<file path="config.mk">
export PLATFORM = sky130hd
export DESIGN_NAME = keypad_scanner
export DESIGN_NICKNAME = d
export VERILOG_FILES = /design/src/rtl/kp_pkg.sv /design/src/rtl/kp_col_scan.sv /design/src/rtl/kp_debounce.sv /design/src/rtl/kp_decode.sv /design/src/rtl/keypad_scanner.sv
export SDC_FILE = /design/constraint.sdc
export NUM_CORES = 1
export LEC_CHECK = 0
export BUFFER_PORTS_ARGS = -buffer_cell sky130_fd_sc_hd__buf_2
export CAP_MARGIN = 20
export CORE_UTILIZATION = 45
export CTS_CLUSTER_SIZE = 20
export DETAILED_ROUTE_END_ITERATION = 10
export GPL_TIMING_DRIVEN = 1
export HOLD_SLACK_MARGIN = 0.15
export SLEW_MARGIN = 20
export SYNTH_ARGS = -nofsm -noshare
export SYNTH_HDL_FRONTEND = slang
export SYNTH_SLANG_ARGS = --single-unit
</file>
<file path="constraint.sdc">
create_clock -name clk -period 67.3 [get_ports clk]
set_input_delay 6.73 -clock clk [delete_from_list [all_inputs] [get_ports clk]]
set_output_delay 6.73 -clock clk [all_outputs]
set_load 0.01 [all_outputs]
</file>
<file path="src/rtl/kp_pkg.sv">
package kp_pkg;
    localparam int ROWS   = 8;
    localparam int COLS   = 8;
    localparam int KEYS   = ROWS * COLS;
    localparam int CODE_W = $clog2(KEYS);
    localparam int COL_W  = $clog2(COLS);

    typedef logic [KEYS-1:0] key_map_t;

    typedef struct packed {
        logic              valid;
        logic [CODE_W-1:0] code;
    } key_slot_t;

    // Number of set bits, saturating at 3 (enough to tell 0,1,2,many)
    function automatic logic [1:0] count_sat3(input key_map_t m);
        logic [1:0] n;
        n = 2'd0;
        for (int i = 0; i < KEYS; i++)
            if (m[i] && n != 2'd3) n = n + 2'd1;
        return n;
    endfunction

    // Lowest set bit as a key slot; invalid when map is empty
    function automatic key_slot_t lowest_key(input key_map_t m);
        key_slot_t s;
        s = '0;
        for (int i = KEYS - 1; i >= 0; i--)
            if (m[i]) begin
                s.valid = 1'b1;
                s.code  = CODE_W'(i);
            end
        return s;
    endfunction

    function automatic key_map_t code_bit(input logic [CODE_W-1:0] c);
        key_map_t m;
        m = '0;
        m[c] = 1'b1;
        return m;
    endfunction
endpackage

</file>
<file path="src/rtl/kp_col_scan.sv">
module kp_col_scan
    import kp_pkg::*;
#(
    parameter int SLOT_W = 8
) (
    input  logic              clk,
    input  logic              rst,
    input  logic              enable,
    input  logic [SLOT_W-1:0] slot_len,
    input  logic [ROWS-1:0]   row_sense_n,
    output logic [COLS-1:0]   col_drive_n,
    output logic [COLS-1:0]   col_oe,
    output logic              frame_done,
    output key_map_t          frame
);
    logic [SLOT_W-1:0] slot_cnt;
    logic [SLOT_W-1:0] slot_max;
    logic [COL_W-1:0]  col;
    key_map_t          acc;
    key_map_t          col_bits;
    logic              slot_end;

    assign slot_max = (slot_len == '0) ? '0 : slot_len - SLOT_W'(1);
    assign slot_end = enable && (slot_cnt == slot_max);

    always_comb begin
        col_bits = '0;
        for (int r = 0; r < ROWS; r++)
            col_bits[r*COLS + int'(col)] = ~row_sense_n[r];
    end

    always_comb begin
        col_oe      = '0;
        col_drive_n = '1;
        if (enable) begin
            col_oe[col]      = 1'b1;
            col_drive_n[col] = 1'b0;
        end
    end

    assign frame_done = slot_end && (col == COL_W'(COLS - 1));
    assign frame      = acc | col_bits;

    always_ff @(posedge clk) begin
        if (rst || !enable) begin
            slot_cnt <= '0;
            col      <= '0;
            acc      <= '0;
        end else if (slot_end) begin
            slot_cnt <= '0;
            col      <= (col == COL_W'(COLS - 1)) ? '0 : col + COL_W'(1);
            acc      <= (col == COL_W'(COLS - 1)) ? '0 : (acc | col_bits);
        end else begin
            slot_cnt <= slot_cnt + SLOT_W'(1);
        end
    end

    // the column only moves at the end of a slot
    a_r1_col_hold: assert property (@(posedge clk) disable iff (rst)
        (enable && $past(enable) && !$past(slot_end)) |-> $stable(col));

    // a disabled scanner restarts from column 0
    a_r7_restart: assert property (@(posedge clk) disable iff (rst)
        ($rose(enable)) |-> (col == '0 && slot_cnt == '0));
endmodule

</file>
<file path="src/rtl/kp_debounce.sv">
module kp_debounce
    import kp_pkg::*;
(
    input  logic     clk,
    input  logic     rst,
    input  logic     enable,
    input  logic [3:0] stable_scans,
    input  logic     frame_done,
    input  key_map_t frame,
    output logic     settled,
    output key_map_t settled_map
);
    key_map_t   prev;
    logic [4:0] run;
    logic [4:0] run_next;
    logic [4:0] need;
    logic       same;

    assign need     = (stable_scans == 4'd0) ? 5'd3 : {1'b0, stable_scans};
    assign same     = (frame == prev) && (run != 5'd0);
    assign run_next = !same ? 5'd1 : (run == 5'd16 ? 5'd16 : run + 5'd1);

    assign settled     = frame_done && (run_next == need);
    assign settled_map = frame;

    always_ff @(posedge clk) begin
        if (rst || !enable) begin
            prev <= '0;
            run  <= '0;
        end else if (frame_done) begin
            prev <= frame;
            run  <= run_next;
        end
    end

    // a settled event never follows a changed pass when N exceeds 1
    a_r2_run_needed: assert property (@(posedge clk) disable iff (rst)
        (settled && need > 5'd1) |-> (frame == prev));
endmodule

</file>
<file path="src/rtl/kp_decode.sv">
module kp_decode
    import kp_pkg::*;
(
    input  logic              clk,
    input  logic              rst,
    input  logic              settled,
    input  key_map_t          settled_map,
    input  logic [CODE_W-1:0] chord_a,
    input  logic [CODE_W-1:0] chord_b,
    input  logic [CODE_W-1:0] chord_c,
    input  logic              key_irq_clr,
    input  logic              reset_irq_clr,
    output key_slot_t         slot0,
    output key_slot_t         slot1,
    output logic              key_irq,
    output logic              reset_irq
);
    key_map_t   reported;
    key_map_t   chord_map;
    key_map_t   rest_map;
    key_slot_t  lo_key;
    key_slot_t  hi_key;
    logic [1:0] nkeys;
    logic       chord_hit;
    logic       new_set;

    assign chord_map = code_bit(chord_a) | code_bit(chord_b) | code_bit(chord_c);
    assign nkeys     = count_sat3(settled_map);
    assign lo_key    = lowest_key(settled_map);
    assign rest_map  = lo_key.valid ? (settled_map & ~code_bit(lo_key.code)) : '0;
    assign hi_key    = lowest_key(rest_map);
    assign chord_hit = settled && (settled_map == chord_map);
    assign new_set   = settled && !chord_hit && (nkeys != 2'd3)
                       && (settled_map != reported);

    always_ff @(posedge clk) begin
        if (rst) begin
            reported  <= '0;
            slot0     <= '0;
            slot1     <= '0;
            key_irq   <= 1'b0;
            reset_irq <= 1'b0;
        end else begin
            if (new_set) begin
                reported <= settled_map;
                slot0    <= lo_key;
                slot1    <= hi_key;
                key_irq  <= 1'b1;
            end else if (key_irq_clr) begin
                key_irq  <= 1'b0;
            end
            if (chord_hit)          reset_irq <= 1'b1;
            else if (reset_irq_clr) reset_irq <= 1'b0;
        end
    end

    // slot 1 is only used together with slot 0, and holds the higher code
    a_r4_slot_order: assert property (@(posedge clk) disable iff (rst)
        slot1.valid |-> (slot0.valid && slot1.code > slot0.code));

    // a pending key interrupt stays until cleared
    a_r3_irq_sticky: assert property (@(posedge clk) disable iff (rst)
        (key_irq && !key_irq_clr) |=> key_irq);

    // the reset interrupt stays until cleared
    a_r6_reset_sticky: assert property (@(posedge clk) disable iff (rst)
        (reset_irq && !reset_irq_clr) |=> reset_irq);

    // clear without a new event drops the key interrupt
    a_r9_clear: assert property (@(posedge clk) disable iff (rst)
        (key_irq_clr && !new_set) |=> !key_irq);

    // codes only change on a reported new set
    a_r5_codes_hold: assert property (@(posedge clk) disable iff (rst)
        !new_set |=> ($stable(slot0) && $stable(slot1)));
endmodule

</file>
<file path="src/rtl/keypad_scanner.sv">
module keypad_scanner
    import kp_pkg::*;
#(
    parameter int SLOT_W = 8
) (
    input  logic              clk,
    input  logic              rst,
    input  logic              enable,
    input  logic [SLOT_W-1:0] slot_len,
    input  logic [3:0]        stable_scans,
    input  logic [5:0]        chord_a,
    input  logic [5:0]        chord_b,
    input  logic [5:0]        chord_c,
    input  logic [7:0]        row_sense_n,
    output logic [7:0]        col_drive_n,
    output logic [7:0]        col_oe,
    output logic [5:0]        key0_code,
    output logic              key0_valid,
    output logic [5:0]        key1_code,
    output logic              key1_valid,
    output logic              key_irq,
    input  logic              key_irq_clr,
    output logic              reset_irq,
    input  logic              reset_irq_clr
);
    logic      frame_done;
    key_map_t  frame;
    logic      settled;
    key_map_t  settled_map;
    key_slot_t slot0;
    key_slot_t slot1;

    kp_col_scan #(.SLOT_W(SLOT_W)) u_scan (
        .clk(clk), .rst(rst), .enable(enable), .slot_len(slot_len),
        .row_sense_n(row_sense_n), .col_drive_n(col_drive_n), .col_oe(col_oe),
        .frame_done(frame_done), .frame(frame)
    );

    kp_debounce u_deb (
        .clk(clk), .rst(rst), .enable(enable), .stable_scans(stable_scans),
        .frame_done(frame_done), .frame(frame),
        .settled(settled), .settled_map(settled_map)
    );

    kp_decode u_dec (
        .clk(clk), .rst(rst), .settled(settled), .settled_map(settled_map),
        .chord_a(chord_a), .chord_b(chord_b), .chord_c(chord_c),
        .key_irq_clr(key_irq_clr), .reset_irq_clr(reset_irq_clr),
        .slot0(slot0), .slot1(slot1), .key_irq(key_irq), .reset_irq(reset_irq)
    );

    assign key0_code  = slot0.code;
    assign key0_valid = slot0.valid;
    assign key1_code  = slot1.code;
    assign key1_valid = slot1.valid;

    // no column is driven while disabled
    a_r7_released: assert property (@(posedge clk) disable iff (rst)
        !enable |-> (col_oe == '0 && col_drive_n == '1));

    // while enabled exactly one column is driven
    a_r1_one_col: assert property (@(posedge clk) disable iff (rst)
        enable |-> ($countones(col_oe) == 1 && (col_oe & col_drive_n) == '0));
endmodule

</file>
### After elaboration in Yosys (flattened, before gate mapping)

Cells that the tools add are included.

* input bits: 43
* logic and storage cells: 529
* output and inout bits: 32
* flip-flop bits (word level): 224

* bitwise operators: 15
* mux-type cells: 238
* add/subtract/negate cells: 74
* reduce and logical (&&, ||, !) cells: 93
* $lt $le $gt $ge: 26
* equal/unequal tests: 71

Operators by type and width (count)
* $mux 7: 128
* $bwmux 64: 7
* $ge 32x1->1 const B: 7
* $lt 32x8->1 const B: 7
* $or 64x64->64: 3
* $eq 64x64->1: 2
* $mux 64: 2
* $mux 2: 63
* $ne 2x2->1 const B: 63
* $add 2x1->2 const B: 62
* $logic_and 1x1->1: 84
* $demux 1 s6: 11
* $and 64x64->64: 1
* $and 64x8->64: 1
* $ne 64x64->1: 1
* $not 64->64: 1
* $add 6x3->7 const A: 4
* $lt 6x7->1 const B: 4
* $ge 6x1->1 const B: 4
* $mux 8: 3
* $mux 1: 18
* $add 5x3->6 const A: 2
* $mux 5: 2
* $add 8x1->8 const B: 1
* other kinds (25): 36

### Longest topological paths before layout

Gate-level depths: netlist of the first run.

* depth after elaboration: 207
* mapped depth: 267
* gate-level depth less buffers: 259

### Modules after synthesis

Synthesis of the first run repeated with hierarchy kept, for this count alone.

* cell total of the unflattened synthesis: 2735
* area total of the unflattened synthesis: 20404.6 um2

Modules (own cells, without submodules)
* kp_decode: cells each 1789, instances 1, area each 12557.0 um2, seq. area each 1601.5 um2
* kp_col_scan: cells each 526, instances 1, area each 3957.5 um2, seq. area each 1501.4 um2
* kp_debounce: cells each 420, instances 1, area each 3890.0 um2, seq. area each 1381.3 um2

### Worst setup path before layout of the first run

OpenSTA, ideal clock, no wires.

* path kind: input to register
* start: in row_sense_n[0]
* end: reg, netlist name u_dec.slot1[0]
* library setup time: 0.116 ns
* stages: 239
* arrival: 55.680 ns
* path buffers: 7
* path slack: 11.504 ns
* required time: 67.184 ns
* cell sequence: buf_2 nor2_1 nor2_1 clkinv_1 ha_1 inv_1 nor2_1 a21oi_1 ha_1 a21oi_1 a221o_1 and2_1 ha_1 or2_1 xnor3_2 ha_1 nor3_1 nor2_1 (+203 left out) clkbuf_1 mux2_2 ha_1 nand2b_1 clkbuf_1 xnor2_1 ha_1 nor2_1 nor2_1 nand2_1 o21ai_0 nand3_1 nor2_1 nor4_1 nand4_1 buf_2 buf_2 o211a_1

* elaborated cells between the ends (all ways): 412
* those cells by class: add/sub (63); order compare (2); eq/ne (68); mux (203); bitwise (5); reduce/logical (71)

RTL lines
* start: declaration: RTL line keypad_scanner.sv:14 `input logic [7:0] row_sense_n,`
* $not 1->1 (*): RTL line kp_col_scan.sv:29 `col_bits[r*COLS + int'(col)] = ~row_sense_n[r];`
* $and 64x8->64 (no line) (*)
* $bwmux 64 (*) (7 in a row): RTL line kp_col_scan.sv:29
* $or 64x64->64 (*): RTL line kp_col_scan.sv:42 `assign frame = acc | col_bits;`
* named net frame[1]: RTL line keypad_scanner.sv:27 `key_map_t frame;`
* parallel branches: the longest is 191 deep, another holds $add 2x1->2

Mark *: on every way through the listed nets, which the timed path passes.
A chain may end at the register's enable or synchronous reset.

### Worst setup path in the final report of the first run

* start: in row_sense_n[0]
* end: reg, netlist name u_dec.slot0[6]

* elaborated cells between the ends (all ways): 340
* those cells by class: add/sub (63); eq/ne (68); mux (136); bitwise (3); reduce/logical (70)

RTL lines (RTL line)
* $not 1->1 (*): kp_col_scan.sv:29
* $and 64x8->64 (no line) (*)
* $bwmux 64 (*) (7 in a row): kp_col_scan.sv:29
* $or 64x64->64 (*): kp_col_scan.sv:42
* named net frame[1]: keypad_scanner.sv:27
* parallel branches: the longest is 191 deep, another holds $add 2x1->2

Marks and branches as above.

==> impl_metrics.yaml, run 1 <==
setup_path:
  critical_path_required_ps: 67710
  cp.arrival_ps: 61850
  path_class: "primary input to register"
  critPathSlowestCell: "buf_4"
  path_max_fanout: 44
  crit_top_cell: "ha_1"
  end_kind: "register"
  start_kind: "primary input"
  cpPeakStageDelay_ps: 630
detailed_routing:
  routed-via-count: 18300
  final_antenna_net_count: 0
  routed_wl_um: 71800
  drt_iter0_markers: 1919
  drt-pass1-iter-count: 6
  drc: 0
  wire_per_inst_um: 24.0
  viasPerCell: 6.12
clock_tree:
  clock_sinks: 224
  post-cts-setup-buffers: 0
  cts_buffers: 28
  cts_root_buf: "clkbuf_16"
  clockBufferDepth: 3
  htree_levels: 1
  cts-resized-gates: 0
  path_clk_slew_ps: 60
  tritoncts: "yes"
  clock_latency_ps: 570
  hold_buffers: 0
synth:
  yosys-top-cells-area: "dfxtp_1 25%, nor2_1 12%, xnor2_1 9.2%, ha_1 4.8%, a21oi_1 3.9%"
  synth-main-ff-cell: "dfxtp_1"
  syn-num-nets: 2539
  synth_common_cells: "577 x nor2_1, 224 x dfxtp_1, 189 x xnor2_1"
  async_flop_share_pct: 0
  avgSynthCellArea_um2: 7.39
  ys_seq_area_share_pct: 25.0
  postSynthCellCount: 2427
  synth-edff-count: 0
  synth.distinct_cells: 88
  yosysWarnings: 0
  synth_top_area_cell: "dfxtp_1"
  yosysTopAreaCellShare_pct: 25.0
  ys_ff_latch: 224
  yosys.cell_count.top_type: "nor2_1"
  synth_area_mm2: 0.0179
power:
  seq_power_share_pct: 32.5
  p_clk_share_pct: 37.4
  leakage_nw: 8.05
  power.switching_mw: 0.130
  netSwitchingFraction_pct: 31.8
  intPower_mw: 0.279
  peakVddDrop_mv: 0.0155
  p_comb_share_pct: 30.1
  p_per_area_mw_per_mm2: 20.6
  p_total_mw: 0.409
layout:
  final_nets: 2568
  fin_util_pct: 50.8
  num-fill-cells: 3904
  seqCellArea_mm2: 0.00448
  multi_input_area_mm2: 0.0126
  drive_gt1_share_pct: 11.7
  syn2layout_area_growth_pct: 10.6
  postLayoutCellArea_mm2: 0.0198
sta:
  rsz0062_at_grt: "no"
  hold_violations: 0
  setup_ws_ps: 5860
  clock_skew_ps: 26.6
  post-route-min-period_ps: 61440
  drv_slew: 0
  slew-limit-headroom_pct: 14.9
  tns_ps: 0
  fmax_mhz: 16.3
  setup_viol: 0
  worstMarginPinSlew_ps: 1260
  fin_crit_sh_pct: 91.3
floorplanning:
  dieWidth_um: 202
  fp.dieArea_mm2: 0.0406
  ios: 75
  fp-row-count: 72
  core_area_mm2: 0.0390
  start_util_pct: 46.0
  die_y_um: 202
placement:
  port_buffers: 74
  placed_cell_area_mm2: 0.0189
  place.gp.congestion: 1.02
  place_ws_ps: 5620
  post-dp-hpwl_um: 52100
outcome:
  status: "finished clean"
hold_path:
  min_path_type: "register to register"
global_route:
  grt_max_degree: 84
  grt_pass1_vias: 17200
  grt-ovfl-total: 0
  grt_pass1_wl_um: 107000
  antenna_found_initial: 5
  grtUsageTotal_pct: 34.8
flow_run:
  maxCapViolCount: 0
cells in the final DEF, fill, tap and decap left out, types with 20 or more instances in the layout:
cell,synthesis,routed
nor2_1,577,575
dfxtp_1,224,224
xnor2_1,189,189
a21oi_1,140,139
nand2_1,122,121
o21ai_0,105,105
buf_2,12,74
a211oi_1,71,71
buf_4,0,71
ha_1,69,69
inv_1,62,62
mux2i_1,60,60
o22ai_1,57,57
or2_2,45,45
nor4_1,41,41
xor2_1,41,41
nor3_1,40,40
nand3_1,41,40
nand4_1,36,36
clkbuf_16,0,29
nand3b_1,22,22
and2_1,21,21
or3_1,20,20
worst max-delay path, delay by kind of cell:
| family | cells | cell delay, ps |
|---|---|---|
| adders and majority gates | 62 | 12480 |
| and+or+nand+nor | 88 | 19180 |
| muxes | 9 | 3020 |
| AOI/OAI and AO/OA | 27 | 5250 |
| xor gates and xnor gates | 35 | 12160 |
| buffers and inverters | 19 | 2920 |
layout make-up:
class,instances,area share [%]
clock buffers,46,4.44
flip-flops and latches,224,22.6
inverters,63,1.19
multi-input cells,1994,63.7
repair buffers,145,4.56
clock inverters,3,0.221
diodes,2,0.0252
well taps,518,3.27
sequential cells by signal, indices dropped and copies added, names as in the netlist:
name	count
u_scan.acc	64
u_dec.reset_irq	1
u_deb.run	5
u_dec.key_irq	1
u_dec.reported	64
u_scan.slot_cnt	8
u_scan.col	3
u_dec.slot0	7
u_deb.prev	64
u_dec.slot1	7
layer usage:
metal	track usage (%)	share of wire, %
met1	45.7	42
met5	0	0.043
met3	7.22	9.8
met4	18.6	5.9
met2	53.3	42
cell families (layout without fill, tap and decap cells):
family / count (synthesis) / after routing / synth area share, %
buffers and inverters: 209 / 257 / 4.67
XOR/XNOR: 261 / 261 / 15.1
AO/OA/AOI/OAI: 527 / 527 / 18.8
flip-flops: 224 / 224 / 25.0
AND/OR/NAND/NOR: 1060 / 1060 / 27.2
multiplexers: 76 / 76 / 4.36
adder cells (fa/ha/maj): 70 / 70 / 4.87
other: 0 / 2 / 0
power by group through the flow:
| stage | registers [mW] | clock network, mW | logic, mW |
|---|---|---|---|
| 2_1_floorplan | 0.136 | 0 | 0.0953 |
| 3_5_place_dp | 0.136 | 0 | 0.121 |
| 3_3_place_gp | 0.136 | 0 | 0.115 |
| 6_report | 0.133 | 0.153 | 0.123 |
| 5_1_grt | 0.133 | 0.160 | 0.141 |
| 4_1_cts | 0.133 | 0.154 | 0.123 |
path summary, 6_finish.rpt:
check | end | slack (ps) | from | cells after the start
max | u_dec.slot0[6] | 5860 | row_sense_n[0] | 240
min | u_dec.slot1[4] | 450 | u_dec.slot1[4] | 2
max reg2reg | u_dec.slot0[6] | 10870 | u_scan.col[1] | 241
min reg2reg | u_dec.slot1[4] | 450 | u_dec.slot1[4] | 2
metrics by stage:
stage | std cells | hold WS (ps)
finish | 2995 | 454
global route | 2993 | 472
CTS | 2993 | 457
detailed placement | 2944 | 441
global placement | 2944 | 442
floorplan | 2427 | 437
(Power assumes the default switching activity.)
==> run 2: changes to the inputs <==
--- a/config.mk
+++ b/config.mk
@@ -7,6 +7,7 @@
 export LEC_CHECK = 0
 export BUFFER_PORTS_ARGS = -buffer_cell sky130_fd_sc_hd__buf_2
 export CAP_MARGIN = 20
+export CORE_MARGIN = 2
 export CORE_UTILIZATION = 45
 export CTS_CLUSTER_SIZE = 20
 export DETAILED_ROUTE_END_ITERATION = 10
@@ -15,4 +16,5 @@
 export SLEW_MARGIN = 20
 export SYNTH_ARGS = -nofsm -noshare
 export SYNTH_HDL_FRONTEND = slang
+export SYNTH_HIERARCHICAL = 1
 export SYNTH_SLANG_ARGS = --single-unit
==> constraint.sdc (replaced) <==
create_clock -name clk -period 72.6 [get_ports clk]
set_input_delay 7.26 -clock clk [delete_from_list [all_inputs] [get_ports clk]]
set_output_delay 7.26 -clock clk [all_outputs]
set_load 0.01 [all_outputs]
==> run 2 against run 1 <==
Flip-flop and latch count is the same. Clock power fell by 22%. Register-to-register slack worse by 370 ps. Sequential share of layout area decreased by 1.7 points. Setup slack worse by 1100 ps. Non-clock buffer count fell by 13. Via count up 8.4%. Core utilization shrank 3.2 points. Clock-buffer cell count shrank 12. Die area grew 16%. Global-route usage is 5.9 points lower. Largest cell class unchanged. Highest routed layer unchanged.
==> impl_metrics.yaml, run 2 <==
setup_path:
  r2r_cells: 276
  start_kind: "primary input"
  crit_top_cell: "ha_1"
  critPathSlowestCell: "xnor3_1"
  cpPeakStageDelay_ps: 550
  path_class: "primary input to register"
  path_max_fanout: 34
  end_kind: "register"
  critical_path_required_ps: 73010
  cp.arrival_ps: 68220
synth:
  synth-edff-count: 0
  yosys.cell_count.top_type: "nor2_1"
  synth_common_cells: "498 x nor2_1, 224 x dfxtp_1, 196 x xnor2_1"
  yosysWarnings: 6
  synth-main-ff-cell: "dfxtp_1"
  postSynthCellCount: 2735
  yosysTopAreaCellShare_pct: 22.0
  synth.distinct_cells: 92
  synth_top_area_cell: "dfxtp_1"
  ys_seq_area_share_pct: 22.0
  ys_ff_latch: 224
  async_flop_share_pct: 0
  syn-num-nets: 2847
  avgSynthCellArea_um2: 7.46
  yosys-top-cells-area: "dfxtp_1 22%, nor2_1 9.2%, xnor2_1 8.4%, mux2i_1 6.7%, ha_1 4.2%"
  synth_area_mm2: 0.0204
layout:
  final_nets: 2729
  diodes: 0
  drive_gt1_share_pct: 11.3
  syn2layout_area_growth_pct: 5.16
  layout_common_cells: "491 x nor2_1, 224 x dfxtp_1, 189 x xnor2_1"
  fin_util_pct: 47.6
  largestRegisters: "u_deb/prev (64), u_dec/reported (64), u_scan/acc (64)"
  mostFrequentLayoutCell: "nor2_1"
  final_cells: 3231
detailed_routing:
  final_antenna_net_count: 0
  drc: 0
  drt-pass1-iter-count: 8
  drt_iter0_markers: 2544
  routed-via-count: 19900
  viasPerCell: 6.15
  routed_wl_um: 70500
  wire_per_inst_um: 21.8
placement:
  post-dp-hpwl_um: 47900
  port_buffers: 74
  post-place-cells: 3184
  place.gp.congestion: 0.980
floorplanning:
  fp-row-count: 78
  dieWidth_um: 217
  start_util_pct: 45.3
  core_area_mm2: 0.0451
  fp.dieArea_mm2: 0.0471
  ios: 75
  die_y_um: 217
clock_tree:
  cts_root_buf: "clkbuf_16"
  cts_buffers: 24
  clock_sinks: 224
  clock_latency_ps: 560
  tritoncts: "yes"
  hold_buffers: 0
  clockBufferDepth: 3
  path_clk_slew_ps: 60
  htree_levels: 1
global_route:
  grt-ovfl-total: 0
  grt_pass1_wl_um: 106000
  grt_pass1_vias: 18200
  grtUsageTotal_pct: 28.9
  antenna_found_initial: 1
  grt_max_degree: 84
sta:
  hold_slack_ps: 448
  fin_crit_sh_pct: 93.4
  clock_skew_ps: 19.6
  hold_violations: 0
  tns_ps: 0
  worstMarginPinSlew_ps: 1160
  setup_viol: 0
  drv_slew: 0
  fmax_mhz: 14.7
  post-route-min-period_ps: 67810
  slew-limit-headroom_pct: 21.7
hold_path:
  min_path_type: "register to register"
  hold_path_depth: 2
power:
  leakage_nw: 7.98
  peakVddDrop_mv: 0.0138
  p_per_area_mw_per_mm2: 15.7
  p_total_mw: 0.336
flow_run:
  maxCapViolCount: 0
outcome:
  status: "finished clean"
run 2: worst paths after layout:
| kind | startpoint | to | slack (ps) |
|---|---|---|---|
| setup / recovery | row_sense_n[0] | u_dec/reported[51] | 4790 |
| hold / removal | u_scan/acc[15] | u_scan/acc[15] | 450 |
| hold reg to reg | u_scan/acc[15] | u_scan/acc[15] | 450 |
| setup reg to reg | u_scan/col[0] | u_dec/reported[51] | 10500 |
run 2: metrics by stage:
step / worst slack [ps] / cell area (um^2)
6_report: 4790 / 21500
3_3_place_gp: 4270 / 20500
3_5_place_dp: 1950 / 20500
4_1_cts: 2230 / 21200
2_1_floorplan: 10330 / 20400
5_1_grt: -127 / 21500
run 2: cells by family (layout without fill, tap and decap cells):
logic type	Yosys count	count (layout)	share of synthesized area, %
adders and majority gates	74	74	4.48
buffers and inverters	371	267	8.82
xor gates and xnor gates	298	298	13.6
and+or+nand+nor	1129	1129	27.4
DFF	224	224	22.0
AOI/OAI and AO/OA	485	485	16.1
muxes	154	154	7.66
run 2: cell type report:
class,count,area (um^2)
Tap cell,600,751
Timing Repair Buffer,132,862
Clock inverter,6,80.1
Inverter,95,357
Sequential cell,224,4480
Clock buffer,34,658
Fill cell,4474,23600
Multi-Input combinational cell,2140,14300
run 2: power by group:
part	switching, mW	internal (mW)
sequential	0.0000877	0.123
combinational	0.0551	0.0393
clock	0.0519	0.0667
total	0.107	0.229
run 2: worst max-delay path: cells and delay by family:
kind | cells | cell delay (ps)
compound gates | 32 | 6450
xor+xnor | 54 | 13590
fa+ha+maj | 62 | 13200
buf+inv | 12 | 1760
mux | 10 | 3460
simple gates | 106 | 22420
run 2: layer usage:
metal / GRT usage [%] / up-vias / share of wire, %
met5: 0 / - / 0.014
li1: - / 9314 / -
met2: 45.2 / 1012 / 44
met1: 39.6 / 9377 / 43
met3: 4.63 / 160 / 8.9
met4: 11.6 / 2 / 3.9
run 2: repair_timing:
action | 4_1_cts | 5_1_grt
setup buffers | 0 | 6
gates resized for setup | 0 | 35
endpoints found under the setup margin | 0 | 79
